==> src/rtl/link_bringup_pkg.sv <==
package link_bringup_pkg;
  typedef enum logic [2:0] {
    PH_IDLE,
    PH_WAIT_LOCK,
    PH_WAIT_INIT,
    PH_CMD_WR,
    PH_CMD_RD,
    PH_DONE
  } phase_e;

  typedef enum logic [1:0] {
    BUS_IDLE,
    BUS_SETUP,
    BUS_ACCESS
  } bus_e;
endpackage

==> src/rtl/bringup_ctrl.sv <==
module bringup_ctrl
  import link_bringup_pkg::*;
(
  input  logic clk,
  input  logic rst_n,
  input  logic start_i,
  input  logic locked_i,
  input  logic init_done_i,
  input  logic xfer_done_i,
  output logic periph_rst_n_o,
  output logic req_o,
  output logic req_write_o,
  output logic seq_done_o
);
  phase_e phase_q, phase_d;

  always_comb begin
    phase_d = phase_q;
    if (phase_q != PH_IDLE && !locked_i) begin
      phase_d = PH_WAIT_LOCK;
    end else begin
      case (phase_q)
        PH_IDLE:      if (start_i)     phase_d = PH_WAIT_LOCK;
        PH_WAIT_LOCK:                  phase_d = PH_WAIT_INIT;
        PH_WAIT_INIT: if (init_done_i) phase_d = PH_CMD_WR;
        PH_CMD_WR:    if (xfer_done_i) phase_d = PH_CMD_RD;
        PH_CMD_RD:    if (xfer_done_i) phase_d = PH_DONE;
        PH_DONE:                       phase_d = PH_DONE;
        default:                       phase_d = PH_IDLE;
      endcase
    end
  end

  always_ff @(posedge clk or negedge rst_n) begin
    if (!rst_n) phase_q <= PH_IDLE;
    else        phase_q <= phase_d;
  end

  assign periph_rst_n_o = (phase_q == PH_WAIT_INIT) || (phase_q == PH_CMD_WR) ||
                          (phase_q == PH_CMD_RD)    || (phase_q == PH_DONE);
  assign req_o          = (phase_q == PH_CMD_WR) || (phase_q == PH_CMD_RD);
  assign req_write_o    = (phase_q == PH_CMD_WR);
  assign seq_done_o     = (phase_q == PH_DONE);

  // a low lock sample always leaves the peripherals in reset next cycle
  p_reset_on_unlock_r9: assert property (@(posedge clk) disable iff (!rst_n)
    !locked_i |=> !periph_rst_n_o);
  // idle without start stays idle
  p_idle_hold_r1: assert property (@(posedge clk) disable iff (!rst_n)
    (phase_q == PH_IDLE && !start_i) |=> (phase_q == PH_IDLE));
  // done is sticky while locked
  p_done_sticky_r6: assert property (@(posedge clk) disable iff (!rst_n)
    (seq_done_o && locked_i) |=> seq_done_o);
endmodule

==> src/rtl/apb_xfer.sv <==
module apb_xfer
  import link_bringup_pkg::*;
#(
  parameter int ADDR_W = 24,
  parameter int DATA_W = 32
) (
  input  logic              clk,
  input  logic              rst_n,
  input  logic              abort_i,
  input  logic              req_i,
  input  logic              req_write_i,
  input  logic [ADDR_W-1:0] req_addr_i,
  input  logic [DATA_W-1:0] req_wdata_i,
  input  logic              pready_i,
  input  logic [DATA_W-1:0] prdata_i,
  output logic              psel_o,
  output logic              penable_o,
  output logic              pwrite_o,
  output logic [ADDR_W-1:0] paddr_o,
  output logic [DATA_W-1:0] pwdata_o,
  output logic              xfer_done_o,
  output logic              rd_capture_o,
  output logic [ADDR_W-1:0] rd_addr_o,
  output logic [DATA_W-1:0] rd_data_o
);
  bus_e              bus_q, bus_d;
  logic              wr_q;
  logic [ADDR_W-1:0] addr_q;
  logic [DATA_W-1:0] wdata_q;
  logic              launch;

  assign launch = (bus_q == BUS_IDLE) && req_i && !abort_i;

  always_comb begin
    bus_d = bus_q;
    if (abort_i) begin
      bus_d = BUS_IDLE;
    end else begin
      case (bus_q)
        BUS_IDLE:   if (launch)   bus_d = BUS_SETUP;
        BUS_SETUP:                bus_d = BUS_ACCESS;
        BUS_ACCESS: if (pready_i) bus_d = BUS_IDLE;
        default:                  bus_d = BUS_IDLE;
      endcase
    end
  end

  always_ff @(posedge clk or negedge rst_n) begin
    if (!rst_n) bus_q <= BUS_IDLE;
    else        bus_q <= bus_d;
  end

  always_ff @(posedge clk or negedge rst_n) begin
    if (!rst_n) begin
      wr_q    <= 1'b0;
      addr_q  <= '0;
      wdata_q <= '0;
    end else if (launch) begin
      wr_q    <= req_write_i;
      addr_q  <= req_addr_i;
      wdata_q <= req_wdata_i;
    end
  end

  assign psel_o       = (bus_q != BUS_IDLE);
  assign penable_o    = (bus_q == BUS_ACCESS);
  assign pwrite_o     = psel_o && wr_q;
  assign paddr_o      = psel_o ? addr_q : '0;
  assign pwdata_o     = (psel_o && wr_q) ? wdata_q : '0;
  assign xfer_done_o  = (bus_q == BUS_ACCESS) && pready_i && !abort_i;
  assign rd_capture_o = xfer_done_o && !wr_q;
  assign rd_addr_o    = addr_q;
  assign rd_data_o    = prdata_i;

  // setup is followed by access
  p_setup_to_access_r5: assert property (@(posedge clk) disable iff (!rst_n)
    (psel_o && !penable_o && !abort_i) |=> (psel_o && penable_o));
  // access held with stable address while slave stalls
  p_access_hold_r5: assert property (@(posedge clk) disable iff (!rst_n)
    (psel_o && penable_o && !pready_i && !abort_i) |=> (psel_o && penable_o && $stable(paddr_o)));
  // quiet bus outside a transfer
  p_idle_quiet_r10: assert property (@(posedge clk) disable iff (!rst_n)
    !psel_o |-> (paddr_o == '0 && !pwrite_o && pwdata_o == '0));
endmodule

==> src/rtl/capture_ram.sv <==
module capture_ram #(
  parameter int DEPTH  = 16,
  parameter int ADDR_W = 24,
  parameter int DATA_W = 32,
  localparam int IW    = $clog2(DEPTH)
) (
  input  logic              clk,
  input  logic              rst_n,
  input  logic              we_i,
  input  logic [ADDR_W-1:0] waddr_i,
  input  logic [DATA_W-1:0] wdata_i,
  input  logic [IW-1:0]     idx_i,
  output logic [ADDR_W-1:0] addr_o,
  output logic [DATA_W-1:0] data_o
);
  logic [ADDR_W-1:0] addr_mem [DEPTH];
  logic [DATA_W-1:0] data_mem [DEPTH];
  logic [IW-1:0]     ptr_q, ptr_d;

  always_comb begin
    ptr_d = ptr_q;
    if (we_i) ptr_d = (ptr_q == IW'(DEPTH - 1)) ? '0 : IW'(ptr_q + 1'b1);
  end

  always_ff @(posedge clk or negedge rst_n) begin
    if (!rst_n) ptr_q <= '0;
    else        ptr_q <= ptr_d;
  end

  for (genvar g = 0; g < DEPTH; g++) begin : g_slot
    always_ff @(posedge clk or negedge rst_n) begin
      if (!rst_n) begin
        addr_mem[g] <= '0;
        data_mem[g] <= '0;
      end else if (we_i && ptr_q == IW'(g)) begin
        addr_mem[g] <= waddr_i;
        data_mem[g] <= wdata_i;
      end
    end
  end

  assign addr_o = addr_mem[idx_i];
  assign data_o = data_mem[idx_i];

  // pointer wraps to zero after the last slot
  p_ptr_wrap_r7: assert property (@(posedge clk) disable iff (!rst_n)
    (we_i && ptr_q == IW'(DEPTH - 1)) |=> (ptr_q == '0));
  // pointer only moves on a capture
  p_ptr_still_r7: assert property (@(posedge clk) disable iff (!rst_n)
    !we_i |=> $stable(ptr_q));
endmodule

==> src/rtl/link_bringup_seq.sv <==
module link_bringup_seq #(
  parameter int          ADDR_W      = 24,
  parameter int          DATA_W      = 32,
  parameter int          CAP_DEPTH   = 16,
  parameter int          SIG_OK_BIT  = 0,
  parameter logic [23:0] SIG_OK_ADDR = 24'hC00404,
  parameter logic [23:0] PCS_BASE    = 24'hC00400,
  parameter int          PCS_SPAN    = 64,
  localparam int         IDX_W       = $clog2(CAP_DEPTH)
) (
  input  logic              clk,
  input  logic              rst_n,
  input  logic              start_i,
  input  logic              pll_locked_i,
  input  logic              phy_init_done_i,
  output logic              mac_rst_n_o,
  output logic              pcs_rst_n_o,
  output logic              psel_o,
  output logic              penable_o,
  output logic              pwrite_o,
  output logic [ADDR_W-1:0] paddr_o,
  output logic [DATA_W-1:0] pwdata_o,
  input  logic [DATA_W-1:0] prdata_i,
  input  logic              pready_i,
  output logic              done_o,
  input  logic [IDX_W-1:0]  dbg_idx_i,
  output logic [DATA_W-1:0] dbg_data_o,
  output logic [ADDR_W-1:0] dbg_addr_o
);
  localparam logic [DATA_W-1:0] SIG_OK_WDATA = DATA_W'(1) << SIG_OK_BIT;

  logic              periph_rst_n, req, req_write, xfer_done, rd_capture;
  logic [ADDR_W-1:0] rd_addr;
  logic [DATA_W-1:0] rd_data;

  bringup_ctrl u_ctrl (
    .clk            (clk),
    .rst_n          (rst_n),
    .start_i        (start_i),
    .locked_i       (pll_locked_i),
    .init_done_i    (phy_init_done_i),
    .xfer_done_i    (xfer_done),
    .periph_rst_n_o (periph_rst_n),
    .req_o          (req),
    .req_write_o    (req_write),
    .seq_done_o     (done_o)
  );

  apb_xfer #(.ADDR_W(ADDR_W), .DATA_W(DATA_W)) u_apb (
    .clk          (clk),
    .rst_n        (rst_n),
    .abort_i      (!pll_locked_i),
    .req_i        (req),
    .req_write_i  (req_write),
    .req_addr_i   (ADDR_W'(SIG_OK_ADDR)),
    .req_wdata_i  (SIG_OK_WDATA),
    .pready_i     (pready_i),
    .prdata_i     (prdata_i),
    .psel_o       (psel_o),
    .penable_o    (penable_o),
    .pwrite_o     (pwrite_o),
    .paddr_o      (paddr_o),
    .pwdata_o     (pwdata_o),
    .xfer_done_o  (xfer_done),
    .rd_capture_o (rd_capture),
    .rd_addr_o    (rd_addr),
    .rd_data_o    (rd_data)
  );

  capture_ram #(.DEPTH(CAP_DEPTH), .ADDR_W(ADDR_W), .DATA_W(DATA_W)) u_cap (
    .clk     (clk),
    .rst_n   (rst_n),
    .we_i    (rd_capture),
    .waddr_i (rd_addr),
    .wdata_i (rd_data),
    .idx_i   (dbg_idx_i),
    .addr_o  (dbg_addr_o),
    .data_o  (dbg_data_o)
  );

  assign mac_rst_n_o = periph_rst_n;
  assign pcs_rst_n_o = periph_rst_n;

  // no bus traffic while peripherals are in reset
  p_no_apb_in_reset_r3: assert property (@(posedge clk) disable iff (!rst_n)
    psel_o |-> (mac_rst_n_o && pcs_rst_n_o));
  // every access stays inside the PCS lane window
  p_addr_window_r4: assert property (@(posedge clk) disable iff (!rst_n)
    psel_o |-> (paddr_o >= ADDR_W'(PCS_BASE) && paddr_o < ADDR_W'(PCS_BASE) + ADDR_W'(PCS_SPAN)));
  // no traffic once finished
  p_done_quiet_r6: assert property (@(posedge clk) disable iff (!rst_n)
    done_o |-> !psel_o);
endmodule

==> config.mk <==
export PLATFORM = sky130hd
export DESIGN_NAME = link_bringup_seq
export DESIGN_NICKNAME = d
export VERILOG_FILES = /design/src/rtl/link_bringup_pkg.sv /design/src/rtl/bringup_ctrl.sv /design/src/rtl/apb_xfer.sv /design/src/rtl/capture_ram.sv /design/src/rtl/link_bringup_seq.sv
export SDC_FILE = /design/constraint.sdc
export NUM_CORES = 1
export LEC_CHECK = 0
export ABC_CLOCK_PERIOD_IN_PS = 2540
export BUFFER_PORTS_ARGS = -buffer_cell sky130_fd_sc_hd__buf_2
export CAP_MARGIN = 20
export CELL_PAD_IN_SITES_DETAIL_PLACEMENT = 1
export CELL_PAD_IN_SITES_GLOBAL_PLACEMENT = 1
export CORE_MARGIN = 4
export CORE_UTILIZATION = 50
export CTS_CLUSTER_SIZE = 16
export DETAILED_ROUTE_END_ITERATION = 10
export PLACE_DENSITY_LB_ADDON = 0.1
export SLEW_MARGIN = 10
export SYNTH_ARGS = -nofsm -noshare
export SYNTH_HDL_FRONTEND = slang
export SYNTH_SLANG_ARGS = --single-unit
export TNS_END_PERCENT = 10
==> constraint.sdc <==
create_clock -name clk -period 2.54 [get_ports clk]
set_input_delay 0.254 -clock clk [delete_from_list [all_inputs] [get_ports clk]]
set_output_delay 0.254 -clock clk [all_outputs]
set_load 0.05 [all_outputs]
==> flow_summary.yaml, run 1 <==
logic_synthesis:
  ys_seq_elements: 539
  synth_most_common_cell: "dfrtp_1"
  avgSynthCellArea_um2: 15.7
  yosysSeqAreaShare: 0.539
  async_flop_share: 1.00
  netlist_top_cells_count: "dfrtp_1 (539), mux2_2 (499), mux4_2 (132)"
  synthFlopType: "dfrtp_1"
  postSynthCellCount: 1590
  yosysWarnings: 0
  synth_area_leader_cell: "dfrtp_1"
  synth.distinct_cells: 43
  syn_area_um2: 25000
  synth_edf_count: 0
  synth_area_leaders: "dfrtp_1 (54%), mux2_2 (22%), mux4_2 (12%)"
  synth_top_area_frac: 0.539
clock_tree:
  cts_max_level: 2
  cts_hold_buf: 4
  cts_buffers: 58
  post-cts-setup-buffers: 0
  cts.sinks: 539
  tritoncts: "done"
  cts_resized: 0
  cts.clk_slew.worst_paths_ns: 0.06
  cts_buffer_depth: 3
  insertion_delay_ns: 0.60
  cts_root_buf: "clkbuf_16"
grt:
  grt_pass1_vias: 15464
  grt_pass1_wl_um: 95800
  grt_util_all_layers: 0.232
  grt_start_max_net_pins: 90
  antenna_found_initial: 1
  grt_overflow: 0
setup_path:
  critPathKind: "flop to output pin"
  crit_chain: "mux4_2 > a22oi_1 > nand2_1 > buf_2"
  start_kind: "flop"
  cp-end-kind: "output pin"
  slowest_stage: "mux4_2"
  required_ns: 2.29
  rr_worst_depth: 5
  critPathMaxFanout: 4
  max_stage_delay_ns: 0.47
  rrSetupSlack_ns: 0.38
  arrival_ns: 2.10
sta:
  tns_ns: 0
  hold_violations: 0
  setup-violations-final: 0
  fmax_mhz: 424
  fin_crit_sh: 0.929
  rsz0062_at_grt: "no"
  slew_headroom: 0.585
  clock_skew_ns: 0.00821
  period_minus_slack_ns: 2.36
  drv_slew: 0
  worst_pin_slew_ns: 0.623
outcome:
  status: "completed"
layout:
  final_util: 0.571
  area_growth_pct: 12.4
  antenna_cells: 0
  drive_gt1_frac: 0.524
  nNetsFinal: 1711
routing:
  drt_iter0_markers: 809
  drc: 0
  num_vias: 13802
  wl_um: 61100
  viasPerCell: 5.81
  final_antenna_net_count: 0
  wl_per_cell_um: 25.7
  drt_pass1_iterations: 5
floorplanning:
  core_um2: 49300
  die_height_um: 232
  ioPinCount: 160
  rows: 81
  die-area_um2: 53700
  die_w_um: 232
  start_util: 0.508
pwr:
  p_leak_uw: 0.0139
  max-vdd-ir-drop_v: 0.000535
  pwr_density_cell_nw_per_um2: 648
hold_path:
  min_path_type: "input pin to flop"
  min_path_cells: 2
place:
  portBuffers: 88
  place.gp.congestion: 0.734
  hpwlAfterDp_um: 35400
job:
  maxCapViolCount: 0
==> state kept, by name (all words and copies together) (netlist names) <==
signal,cells
u_cap.data_mem,512
u_cap.addr_mem,16
u_cap.ptr_q,4
u_ctrl.phase_q,3
u_apb.bus_q,2
u_apb.rd_addr_o,1
u_apb.wr_q,1
==> path summary, 6_finish.rpt <==
| path | from | endpoint |
|---|---|---|
| max | u_cap.addr_mem[290]$_DFFE_PN0P_ | dbg_addr_o[10] |
| min | prdata_i[17] | u_cap.data_mem[209]$_DFFE_PN0P_ |
| max reg2reg | u_apb.bus_q[0]$_DFFE_PN0P_ | u_cap.data_mem[341]$_DFFE_PN0P_ |
| min reg2reg | u_cap.data_mem[258]$_DFFE_PN0P_ | u_cap.data_mem[258]$_DFFE_PN0P_ |
| max in group asynchronous | rst_n | u_cap.addr_mem[98]$_DFFE_PN0P_ |
| min in group asynchronous | rst_n | u_cap.data_mem[250]$_DFFE_PN0P_ |
==> cell families (layout without fill, tap and decap cells) <==
kind of cell,count (synthesis),in the layout,share of synthesized area
other,1,71,0.000150
AND/OR/NAND/NOR,91,91,0.0238
multiplexers,662,662,0.357
XOR/XNOR,2,2,0.000700
flip-flops,539,539,0.539
AO/OA/AOI/OAI,77,77,0.0225
buffers and inverters,214,264,0.0549
adder cells (fa/ha/maj),4,4,0.00200
==> area by class of cell <==
cell class / count / area (um2)
multi-input cells: 907 / 10500
clock buffers: 95 / 1810
fillers: 4556 / 21100
flip-flops and latches: 539 / 13500
well taps: 664 / 831
inverters: 4 / 15.0
clock inverters: 10 / 125
repair buffers: 155 / 1390
==> power breakdown <==
part / switching (uW) / leakage [uW] / total [uW] / internal, uW
sequential: 16.7 / 0.00750 / 8610 / 8600
clock: 3420 / 0.000958 / 8550 / 5130
combinational: 835 / 0.00547 / 1070 / 231
total: 4270 / 0.0139 / 18200 / 14000
==> layer usage <==
metal | wire [um] | vias up | track usage
met3 | 2430 | 64 | 0.0299
met5 | 13 | - | 0
met2 | 30900 | 240 | 0.396
met1 | 26800 | 7619 | 0.324
met4 | 951 | 2 | 0.0482
li1 | - | 5877 | -
==> layout by cell type (no fill, tap or decap), types with 3 or more instances in the layout <==
master / n
a22oi_1: 66
buf_12: 33
buf_2: 85
buf_4: 30
bufinv_16: 3
clkbuf_1: 18
clkbuf_16: 61
clkbuf_8: 16
clkinv_2: 7
conb_1: 71
dfrtp_1: 539
dlygate4sd3_1: 4
ha_1: 4
inv_1: 3
mux2_1: 29
mux2_2: 499
mux4_2: 132
nand2_1: 38
nand2b_1: 4
nand3_2: 4
nand3_4: 3
nor2_1: 8
nor2_4: 11
nor2_8: 3
o21ai_0: 3
==> worst max-delay path, delay by kind of cell, from the launching register on <==
family                 cells  cell delay [ns]
buffers and inverters      1             0.25
multiplexers               1             0.47
AO/OA/AOI/OAI              1             0.23
flip-flops                 1             0.39
AND/OR/NAND/NOR            1             0.16
==> through the flow <==
stage | instance area, um2 | std cells | total power, uW | setup slack [ns] | hold slack, ns
2_1_floorplan | 25300 | 1660 | 9470 | 0.0855 | -0.0416
3_3_place_gp | 26200 | 2265 | 9830 | 0.323 | 0.220
3_5_place_dp | 26200 | 2265 | 9840 | 0.336 | 0.224
4_1_cts | 28100 | 2374 | 18500 | 0.127 | 0.0478
5_1_grt | 28100 | 2374 | 18900 | 0.0966 | 0.0953
6_report | 28100 | 2374 | 18200 | 0.181 | 0.0903
No activity file was read; power rests on OpenSTA's default activity.
==> inputs of run 2 (changes only) <==
- CORE_UTILIZATION: 50 -> 52
- GPL_TIMING_DRIVEN: not set -> 0
==> run 2 against run 1 <==
- the run now ends with setup timing left
- sequential cell count unchanged
- cell count increased by 5.6%
- die area decreased by 3.7%
- critical path depth increased by 2
- maximum frequency decreased by 7.4%
- worst setup slack got worse by 0.19 ns
- global-route usage increased by 2.4 points
- via count increased by 5.4%
- critical endpoint is now dbg_data_o[17]
- largest cell class unchanged
==> flow_summary.yaml, run 2 (same netlist as run 1, synthesis figures left out) <==
pwr:
  pwr_density_cell_nw_per_um2: 641
  p_sw_uw: 4400
  p_comb_frac: 0.066
  p_int_uw: 14200
  p_leak_uw: 0.0146
  power_uw: 18600
  max-vdd-ir-drop_v: 0.000540
  seqPwrFrac: 0.462
  swShare: 0.236
  pwr-share-clk: 0.472
floorplanning:
  rows: 80
  start_util: 0.525
  die-area_um2: 51700
  die_height_um: 227
  ioPinCount: 160
  die_w_um: 227
  core_um2: 47600
place:
  portBuffers: 86
  place.gp.congestion: 0.759
  hpwlAfterDp_um: 42100
  placed_cells: 2366
  postPlaceCellArea_um2: 26600
hold_path:
  min_path_cells: 2
  min_path_type: "input pin to flop"
  worstHoldStart: "prdata_i[30]"
  hold_end: "u_cap.data_mem[222]$_DFFE_PN0P_"
clock_tree:
  cts.sinks: 539
  post-cts-setup-buffers: 0
  cts_root_buf: "clkbuf_16"
  cts_buffer_depth: 3
  tritoncts: "done"
  cts.clk_slew.worst_paths_ns: 0.06
  cts_max_level: 2
  cts_buffers: 57
  insertion_delay_ns: 0.62
layout:
  multi_input_area_um2: 10400
  layout_commonest_cell: "dfrtp_1"
  regMostFlops: "u_cap.data_mem"
  drive_gt1_frac: 0.529
  antenna_cells: 0
  largest_reg_flops: 512
  stdcell_count: 2506
  nNetsFinal: 1890
  layout_common_cells: "dfrtp_1 (539), mux2_2 (499), mux4_2 (132), buf_4 (116), buf_2 (97)"
  area_growth_pct: 16.0
  fill_cells: 4391
  ff_latch_area_um2: 13500
  final_cell_area_um2: 29000
  reg_top3: "u_cap.data_mem (512), u_cap.addr_mem (16), u_cap.ptr_q (4)"
routing:
  final_antenna_net_count: 0
  drt_pass1_iterations: 5
  num_vias: 14547
  viasPerCell: 5.80
  drt_iter0_markers: 902
  drc: 0
  wl_um: 65000
  wl_per_cell_um: 26.0
sta:
  drv_slew: 0
  setup_ws_ns: -0.00654
  rsz0062_at_grt: "yes"
  fin_crit_sh: 1.00
  worst_pin_slew_ns: 0.958
  setup-violations-final: 1
  slew_headroom: 0.361
  hold_violations: 0
  clock_skew_ns: 0.0172
  period_minus_slack_ns: 2.55
  fmax_mhz: 393
job:
  maxCapViolCount: 0
setup_path:
  critPathKind: "input pin to output pin"
  max_stage_delay_ns: 0.66
  arrival_ns: 2.29
  worst_r2r_endpoint: "u_cap.data_mem[272]$_DFFE_PN0P_"
  rrSetupSlack_ns: 0.29
  rr_startpoint: "u_cap.ptr_q[0]$_DFFE_PN0P_"
  required_ns: 2.29
  crit_path_frequent_cell: "buf_2"
  crit_chain: "buf_2 > nor2_1 > clkbuf_1 > a22oi_1 > nand2_1 > buf_2"
  rr_worst_depth: 6
  start_kind: "input pin"
  critPathMaxFanout: 10
  cp-end-kind: "output pin"
  slowest_stage: "clkbuf_1"
grt:
  grt_pass1_wl_um: 99600
  grt_overflow: 0
  grt_pass1_vias: 16094
  grt_start_max_net_pins: 113
  antenna_found_initial: 0
  grt_util_all_layers: 0.256
outcome:
  violations: "setup timing"
  status: "finished, violations left"
-- run 2: cell types whose count changed in the layout (fill, tap and decap cells not counted), moves of 4 or more --
cell	delta
clkbuf_1	+43
buf_16	+5
clkbuf_2	+10
buf_12	-33
nor2_4	-4
dlygate4sd3_1	+30
buf_2	+12
buf_4	+86
buf_6	+20
-- run 2: power groups by stage --
stage / Sequential [uW] / Combinational (uW) / Clock, uW
4_1_cts: 8600 / 1240 / 8950
5_1_grt: 8600 / 1330 / 9320
6_report: 8610 / 1230 / 8780
3_5_place_dp: 8760 / 1180 / 0
3_3_place_gp: 8770 / 1130 / 0
2_1_floorplan: 8760 / 712 / 0
-- run 2: stage by stage --
step	util	hold WS, ns	setup TNS [ns]	setup WS, ns
detailed placement	0.559	0.257	-9.60	-0.489
finish	0.609	0.0340	-0.00654	-0.00654
CTS	0.609	0.0109	-0.00180	-0.00180
global placement	0.556	0.463	-5164.85	-9.64
global route	0.609	0.0362	-0.0600	-0.0421
floorplan	-	-0.0416	0	0.0855
-- run 2: final cells by class --
cell class | count | area share
Inverter | 4 | 0.000517
Multi-Input combinational cell | 907 | 0.360
Sequential cell | 539 | 0.464
Timing Repair Buffer | 125 | 0.0316
Clock inverter | 18 | 0.00879
Clock buffer | 88 | 0.0598
Buffer | 210 | 0.0488
Tap cell | 615 | 0.0265
-- run 2: repair_timing --
item,in CTS,in global routing
endpoints found under the setup margin,39,25
resized for setup,32,9
pin swaps,1,1
endpoints found under the hold margin,245,0
hold buffers,34,0
-- run 2: metal layers --
layer | wire length [um] | vias up | part of all wire | global-route usage
met4 | 1910 | 0 | 0.029 | 0.0806
li1 | - | 6225 | - | -
met1 | 28300 | 7957 | 0.43 | 0.352
met3 | 2600 | 100 | 0.040 | 0.0411
met2 | 32300 | 265 | 0.50 | 0.426
met5 | 0 | - | 0 | 0
-- run 2: worst max-delay path, delay by kind of cell --
kind	cells	cell delay, ns
AO/OA/AOI/OAI	1	0.21
buffers and inverters	3	1.07
AND/OR/NAND/NOR	2	0.74
-- run 2: worst max-delay path by stage --
stage,from,to,slack (ns),cells past startpoint
floorplan,dbg_idx_i[0],dbg_addr_o[10],0.09,7
global placement,rst_n,u_cap.data_mem[263]$_DFFE_PN0P_,-9.64,1
detailed placement,dbg_idx_i[1],dbg_addr_o[23],-0.49,8
CTS,dbg_idx_i[1],dbg_data_o[3],-0.002,7
global route,dbg_idx_i[2],dbg_data_o[17],-0.04,6
finish,dbg_idx_i[2],dbg_data_o[17],-0.007,6
